===== config.mk =====
export PLATFORM = sky130hd
export DESIGN_NAME = rtc_link_seq
export DESIGN_NICKNAME = d
export VERILOG_FILES = /design/src/rtl/rtc_link_pkg.sv /design/src/rtl/rtc_link_shifter.sv /design/src/rtl/rtc_link_ctrl.sv /design/src/rtl/rtc_link_seq.sv
export SDC_FILE = /design/constraint.sdc
export NUM_CORES = 1
export LEC_CHECK = 0
export ABC_AREA = 1
export BUFFER_PORTS_ARGS = -buffer_cell sky130_fd_sc_hd__buf_2
export CORE_MARGIN = 3
export CORE_UTILIZATION = 60
export CTS_BUF_LIST = sky130_fd_sc_hd__clkbuf_8
export CTS_CLUSTER_DIAMETER = 60
export DETAILED_ROUTE_END_ITERATION = 16
export PLACE_DENSITY = 0.81
export SLEW_MARGIN = 20
export SYNTH_ARGS = -nofsm -noshare
export SYNTH_HDL_FRONTEND = slang
export SYNTH_SLANG_ARGS = --single-unit
export TNS_END_PERCENT = 1

===== constraint.sdc =====
create_clock -name clk -period 3.6 [get_ports clk]
set_input_delay 0.36 -clock clk [delete_from_list [all_inputs] [get_ports clk]]
set_output_delay 0.36 -clock clk [all_outputs]
set_load 0.02 [all_outputs]

===== src/rtl/rtc_link_pkg.sv =====
package rtc_link_pkg;

  typedef enum logic [1:0] {
    OP_TIME_RD = 2'b00,
    OP_TIME_WR = 2'b01,
    OP_SRAM_RD = 2'b10,
    OP_NONE    = 2'b11
  } op_e;

  typedef enum logic [1:0] {
    ST_IDLE,
    ST_CMD,
    ST_DATA,
    ST_REL
  } seq_st_e;

  localparam logic [31:0] CMD_TIME_RD = 32'h2000_0000;
  localparam logic [31:0] CMD_TIME_WR = 32'hA000_0000;
  localparam logic [31:0] CMD_SRAM_RD = 32'h2000_0100;

  function automatic logic [31:0] cmd_of(input op_e o);
    case (o)
      OP_TIME_WR: cmd_of = CMD_TIME_WR;
      OP_SRAM_RD: cmd_of = CMD_SRAM_RD;
      default:    cmd_of = CMD_TIME_RD;
    endcase
  endfunction

endpackage


===== src/rtl/rtc_link_shifter.sv =====
module rtc_link_shifter #(
  parameter int DIV_HALF = 4
) (
  input  logic        clk,
  input  logic        rst,
  input  logic        start,
  input  logic [31:0] word,
  input  logic        short_len,
  input  logic        miso,
  output logic        sclk,
  output logic        mosi,
  output logic [31:0] rx,
  output logic        done
);
  localparam int DW = (DIV_HALF > 1) ? $clog2(DIV_HALF) : 1;
  localparam logic [DW-1:0] DIV_LAST = DW'(DIV_HALF - 1);

  logic [31:0]   tx;
  logic [DW-1:0] div_cnt;
  logic [4:0]    bit_cnt;
  logic          active;
  logic          last_bit;

  assign last_bit = short_len ? (bit_cnt == 5'd7) : (bit_cnt == 5'd31);
  assign mosi     = tx[31];

  always_ff @(posedge clk) begin
    if (rst) begin
      tx      <= '0;
      div_cnt <= '0;
      bit_cnt <= '0;
      active  <= 1'b0;
      sclk    <= 1'b0;
      rx      <= '0;
      done    <= 1'b0;
    end else begin
      done <= 1'b0;
      if (start) begin
        tx      <= word;
        div_cnt <= '0;
        bit_cnt <= '0;
        active  <= 1'b1;
        sclk    <= 1'b0;
      end else if (active) begin
        if (div_cnt == DIV_LAST) begin
          div_cnt <= '0;
          if (!sclk) begin
            sclk <= 1'b1;
            rx   <= {rx[30:0], miso};
          end else begin
            sclk <= 1'b0;
            tx   <= {tx[30:0], 1'b0};
            if (last_bit) begin
              active <= 1'b0;
              done   <= 1'b1;
            end else begin
              bit_cnt <= bit_cnt + 5'd1;
            end
          end
        end else begin
          div_cnt <= div_cnt + DW'(1);
        end
      end
    end
  end

  // the data line holds while the serial clock is high
  p_mosi_hold_r5: assert property (@(posedge clk) disable iff (rst)
    sclk |-> $stable(mosi));

  // one bit is finished only after a completed high phase
  p_done_after_fall_r5: assert property (@(posedge clk) disable iff (rst)
    done |-> !sclk && $past(sclk));

endmodule


===== src/rtl/rtc_link_ctrl.sv =====
module rtc_link_ctrl
  import rtc_link_pkg::*;
#(
  parameter int SRAM_BYTES = 64
) (
  input  logic        clk,
  input  logic        rst,
  input  logic        req,
  input  logic [1:0]  op,
  input  logic [31:0] wdata,
  input  logic        grant,
  input  logic        sh_done,
  input  logic [31:0] sh_rx,
  output logic        sh_start,
  output logic [31:0] sh_word,
  output logic        sh_short,
  output logic [31:0] rdata,
  output logic        rvalid,
  output logic        busy,
  output logic        err,
  output logic        cs_n
);
  localparam int BW = (SRAM_BYTES > 1) ? $clog2(SRAM_BYTES) : 1;
  localparam logic [BW-1:0] BYTE_LAST = BW'(SRAM_BYTES - 1);

  seq_st_e       st;
  op_e           op_q;
  op_e           op_in;
  logic [31:0]   wdata_q;
  logic [BW-1:0] byte_cnt;

  assign op_in = op_e'(op);

  always_ff @(posedge clk) begin
    if (rst) begin
      st       <= ST_IDLE;
      op_q     <= OP_NONE;
      wdata_q  <= '0;
      byte_cnt <= '0;
      sh_start <= 1'b0;
      sh_word  <= '0;
      sh_short <= 1'b0;
      rdata    <= '0;
      rvalid   <= 1'b0;
      busy     <= 1'b0;
      err      <= 1'b0;
      cs_n     <= 1'b1;
    end else begin
      sh_start <= 1'b0;
      rvalid   <= 1'b0;
      err      <= 1'b0;
      case (st)
        ST_IDLE: begin
          if (req && op_in != OP_NONE) begin
            if (grant) begin
              st       <= ST_CMD;
              busy     <= 1'b1;
              cs_n     <= 1'b0;
              sh_start <= 1'b1;
              sh_word  <= cmd_of(op_in);
              sh_short <= 1'b0;
              op_q     <= op_in;
              wdata_q  <= wdata;
              byte_cnt <= '0;
            end else begin
              err <= 1'b1;
              if (op_in == OP_TIME_RD) begin
                rvalid <= 1'b1;
                rdata  <= '0;
              end
            end
          end
        end
        ST_CMD: begin
          if (sh_done) begin
            st       <= ST_DATA;
            sh_start <= 1'b1;
            sh_word  <= (op_q == OP_TIME_WR) ? wdata_q : '0;
            sh_short <= (op_q == OP_SRAM_RD);
          end
        end
        ST_DATA: begin
          if (sh_done) begin
            case (op_q)
              OP_SRAM_RD: begin
                rdata  <= {24'd0, sh_rx[7:0]};
                rvalid <= 1'b1;
                if (byte_cnt == BYTE_LAST) begin
                  cs_n <= 1'b1;
                  st   <= ST_REL;
                end else begin
                  byte_cnt <= byte_cnt + BW'(1);
                  sh_start <= 1'b1;
                  sh_word  <= '0;
                  sh_short <= 1'b1;
                end
              end
              OP_TIME_RD: begin
                rdata  <= sh_rx;
                rvalid <= 1'b1;
                cs_n   <= 1'b1;
                st     <= ST_REL;
              end
              default: begin
                cs_n <= 1'b1;
                st   <= ST_REL;
              end
            endcase
          end
        end
        default: begin
          st   <= ST_IDLE;
          busy <= 1'b0;
        end
      endcase
    end
  end

  // no select while idle
  p_idle_deselect_r4: assert property (@(posedge clk) disable iff (rst)
    !busy |-> cs_n);

  // a refused request opens no window and does not go busy
  p_refuse_no_select_r6: assert property (@(posedge clk) disable iff (rst)
    (st == ST_IDLE && req && !grant) |=> cs_n && !busy);

  // a refused fetch reports zero
  p_refused_zero_r7: assert property (@(posedge clk) disable iff (rst)
    (rvalid && err) |-> rdata == 32'd0);

  // busy holds while the device is selected
  p_busy_hold_r9: assert property (@(posedge clk) disable iff (rst)
    (busy && !cs_n) |=> busy);

  // a request while busy starts nothing new
  p_ignore_busy_r9: assert property (@(posedge clk) disable iff (rst)
    (busy && req && st == ST_REL) |=> !busy && cs_n);

  // the spare code has no effect
  p_none_ignored_r12: assert property (@(posedge clk) disable iff (rst)
    (st == ST_IDLE && req && op_in == OP_NONE) |=> !busy && !err && !rvalid);

endmodule


===== src/rtl/rtc_link_seq.sv =====
module rtc_link_seq #(
  parameter int DIV_HALF   = 4,
  parameter int SRAM_BYTES = 64
) (
  input  logic        clk,
  input  logic        rst,
  input  logic        req,
  input  logic [1:0]  op,
  input  logic [31:0] wdata,
  input  logic        grant,
  output logic [31:0] rdata,
  output logic        rvalid,
  output logic        busy,
  output logic        err,
  output logic        sclk,
  output logic        cs_n,
  output logic        mosi,
  input  logic        miso
);
  logic        sh_start;
  logic [31:0] sh_word;
  logic        sh_short;
  logic        sh_done;
  logic [31:0] sh_rx;

  rtc_link_ctrl #(.SRAM_BYTES(SRAM_BYTES)) u_ctrl (
    .clk(clk), .rst(rst), .req(req), .op(op), .wdata(wdata), .grant(grant),
    .sh_done(sh_done), .sh_rx(sh_rx), .sh_start(sh_start), .sh_word(sh_word),
    .sh_short(sh_short), .rdata(rdata), .rvalid(rvalid), .busy(busy),
    .err(err), .cs_n(cs_n)
  );

  rtc_link_shifter #(.DIV_HALF(DIV_HALF)) u_shift (
    .clk(clk), .rst(rst), .start(sh_start), .word(sh_word),
    .short_len(sh_short), .miso(miso), .sclk(sclk), .mosi(mosi),
    .rx(sh_rx), .done(sh_done)
  );

  // the serial clock rests low outside a select window
  p_sclk_idle_low_r5: assert property (@(posedge clk) disable iff (rst)
    cs_n |-> !sclk);

  // select is released only with the serial clock low
  p_release_clean_r4: assert property (@(posedge clk) disable iff (rst)
    $rose(cs_n) |-> !sclk && !$past(sclk));

endmodule


==> flow_summary.yaml <==
cts:
  root_buffer: "clkbuf_8"
  cts_buffer_depth: 2
  clkLatencyLatePin_ns: 0.48
  cts_setup_buffers: 0
  cts_sinks: 186
  cts_resized: 0
  hold_buffers: 0
  htree_levels: 4
  path_clk_slew_ns: 0.10
  cts_tree: "built"
  cts_buffers: 17
floorplanning:
  start_util_pct: 62.5
  io-pin-count: 77
  core_sq_um: 12200
  die-width_microns: 119
  die_area_sq_um: 14100
  die_y_microns: 119
  core.rowCount: 40
timing:
  fin_crit_sh_pct: 76.2
  slew-limit-headroom_pct: 30.0
  max_freq_mhz: 365
  tns_ns: 0
  hold_viol: 0
  fin_ws_ns: 0.858
  final-max-slew-violation-count: 0
  min_period_ns: 2.74
  worst_pin_slew_ns: 1.05
  rsz0062_at_grt: "no"
  finalSetupViolCount: 0
  skew_ns: 0.0118
detailed_routing:
  drt.antenna.violating_nets: 0
  met1Wirelength_mm: 7.61
  vias_per_cell: 5.22
  wl_met3_microns: 937
  drt_first_pass_iters: 6
  postRouteWirelength_mm: 16.2
  wire_per_inst_microns: 12.6
  vias: 6712
  drtIter0Drc: 452
  top_layer: "met4"
  wl_met2_mm: 7.35
  drcViolationCount: 0
run:
  max_cap_violations: 0
power_and_ir_drop:
  worst_ir_drop_vdd_mv: 0.493
  total_leakage_power_nw: 3.51
  pwr-share-clk_pct: 23.7
  p_sw_share_pct: 36.8
  finalPower_mw: 5.88
  p_int_mw: 3.72
  power_switching_mw: 2.17
  p_per_area_nw_per_um2: 698
  comb_power_share_pct: 31.4
  seq_power_share_pct: 44.9
global_routing:
  antenna_found_initial: 0
  grt_pass1_vias: 5933
  grt_max_degree: 137
  grtUsageTotal_pct: 23.5
  grt_pass1_wl_mm: 27.7
  grt-ovfl-total: 0
placement:
  dp_hpwl_mm: 10.3
  place_ws_ns: 0.912
  portBuffers: 76
  place_area_sq_um: 8030
  gp_congestion: 0.905
final_layout:
  ff_latch_area_sq_um: 3720
  fill_cells: 1129
  antennaDiodeCount: 0
  drive_above_1_share_pct: 12.0
  syn2layout_area_growth_pct: 10.3
  finalInstanceArea_sq_um: 8420
  fin_nets: 1154
  multi_input_area_sq_um: 3400
worst_hold_path:
  holdPathStages: 3
  min_from: "wdata[19]"
  hold_path.class: "primary input to flip-flop"
worst_setup_path:
  startpoint: "u_ctrl.st[0]"
  arrival_ns: 3.11
  r2r-start: "u_ctrl.st[0]"
  end_kind: "flip-flop"
  worstSetupPathType: "flip-flop to flip-flop"
  crit_path_start_kind: "flip-flop"
  critPathRequiredTime_ns: 3.97
  ff2ff_path_depth: 10
  cp_max_fo: 40
yosys:
  ys_seq_area_share_pct: 48.8
  synthCells: 1065
  syn_nets: 1112
  ys_seq_elements: 186
  yosysWarnings: 0
  avgSynthCellArea_sq_um: 7.17
  synth_area_sq_um: 7640
  synthSimpleGateAreaFrac_pct: 27.4
  synth_cell_types: 32
  synth_compound_area_share_pct: 15.4
  synth_adder_area_share_pct: 1.31
  synth_top_family_by_area: "simple AND/OR/NAND/NOR gates"
  synthMuxAreaShare_pct: 0
  synth_xor_area_share_pct: 0.229
run_status:
  status: "finished clean"
power by group through the flow:
stage	clock [mW]	sequential (mW)	combinational, mW
after floorplan	0	2.75	1.40
after global placement	0	2.68	1.80
after detailed placement	0	2.69	1.84
after CTS	1.41	2.64	1.86
after global routing	1.49	2.69	2.13
final	1.39	2.64	1.85
cells in the mapped netlist, drive strengths merged:
cell / number / share of area, %
a21oi: 44 / 2.9
nor2: 269 / 13
buf: 37 / 2.7
a32oi: 1 / 0.11
xnor2: 1 / 0.11
o21ai: 100 / 6.6
ha: 8 / 1.3
nand2: 243 / 12
nand3: 16 / 1.1
dfxtp: 186 / 49
a31oi: 31 / 2.5
o211ai: 2 / 0.20
nor3b: 1 / 0.098
a22oi: 2 / 0.20
nand4: 1 / 0.082
xor2: 1 / 0.11
inv: 56 / 2.8
o21bai: 1 / 0.15
clkinv: 2 / 0.098
nor3: 8 / 0.67
clkbuf: 27 / 1.3
o21a: 28 / 2.8
layer usage:
metal	track usage, %	vias up
met2	36.4	158
li1	-	3465
met1	31.6	3059
met3	6.51	30
met5	0	-
met4	8.69	0
worst max-delay path: stages, from the launching register on:
cell	delay, ns
dfxtp_1	0.36
inv_1	0.10
ha_1	0.57
inv_1	0.30
o21ai_1	0.23
nand3_2	0.08
buf_4	0.22
inv_2	0.51
nand2_1	0.10
nand2_1	0.09
nor2_1	0.04
through the flow:
step	utilization (%)	instances	hold slack [ns]
finish	69.0	1287	0.0960
global route	69.0	1287	0.0755
CTS	69.0	1287	0.0774
detailed placement	65.7	1256	0.435
global placement	65.7	1256	0.443
floorplan	-	1065	0.437
layout make-up:
class | instances | share of cell area, %
Inverter | 58 | 2.58
Clock inverter | 11 | 1.46
Clock buffer | 20 | 3.27
Multi-Input combinational cell | 757 | 40.4
Tap cell | 168 | 2.50
Timing Repair Buffer | 87 | 5.64
Sequential cell | 186 | 44.2
cells by family after synthesis:
| group | after synthesis |
|---|---|
| simple gates | 538 |
| compound gates | 209 |
| buf+inv | 122 |
| flops | 186 |
| fa+ha+maj | 8 |
| xor+xnor | 2 |
path summary, 6_finish.rpt:
kind / endpoint / slack [ns]
worst max-delay path: u_ctrl.rdata[2] / 0.86
worst min-delay path: u_ctrl.wdata_q[19] / 0.1
worst max register to register: u_ctrl.rdata[2] / 0.86
worst min register to register: u_ctrl.cs_n / 0.45
flip-flops by register name, indices dropped and copies added (netlist names):
signal           cells
u_ctrl.busy          1
u_ctrl.byte_cnt      6
u_ctrl.cs_n          1
u_ctrl.err           1
u_ctrl.op_q          2
u_ctrl.rdata        32
u_ctrl.rvalid        1
u_ctrl.sh_short      1
u_ctrl.sh_start      1
u_ctrl.sh_word      32
u_ctrl.st            2
u_ctrl.wdata_q      32
u_shift.active       1
u_shift.bit_cnt      5
u_shift.div_cnt      2
u_shift.done         1
u_shift.rx          32
u_shift.sclk         1
u_shift.tx          32
layout by cell type (no fill, tap or decap), types with 3 or more instances in the layout:
cell type   count
buf_4          10
inv_2           6
o21ai_0        93
clkbuf_8       20
inv_1          52
nand2_1       241
o21a_1         28
buf_2          76
nor2_1        265
nand3_1        15
nor3_1          5
clkinv_4        3
dfxtp_1       186
clkinvlp_4      3
o21ai_1         7
a31oi_1        31
ha_1            8
a21oi_1        44
Power figures use the tool's default switching activity.
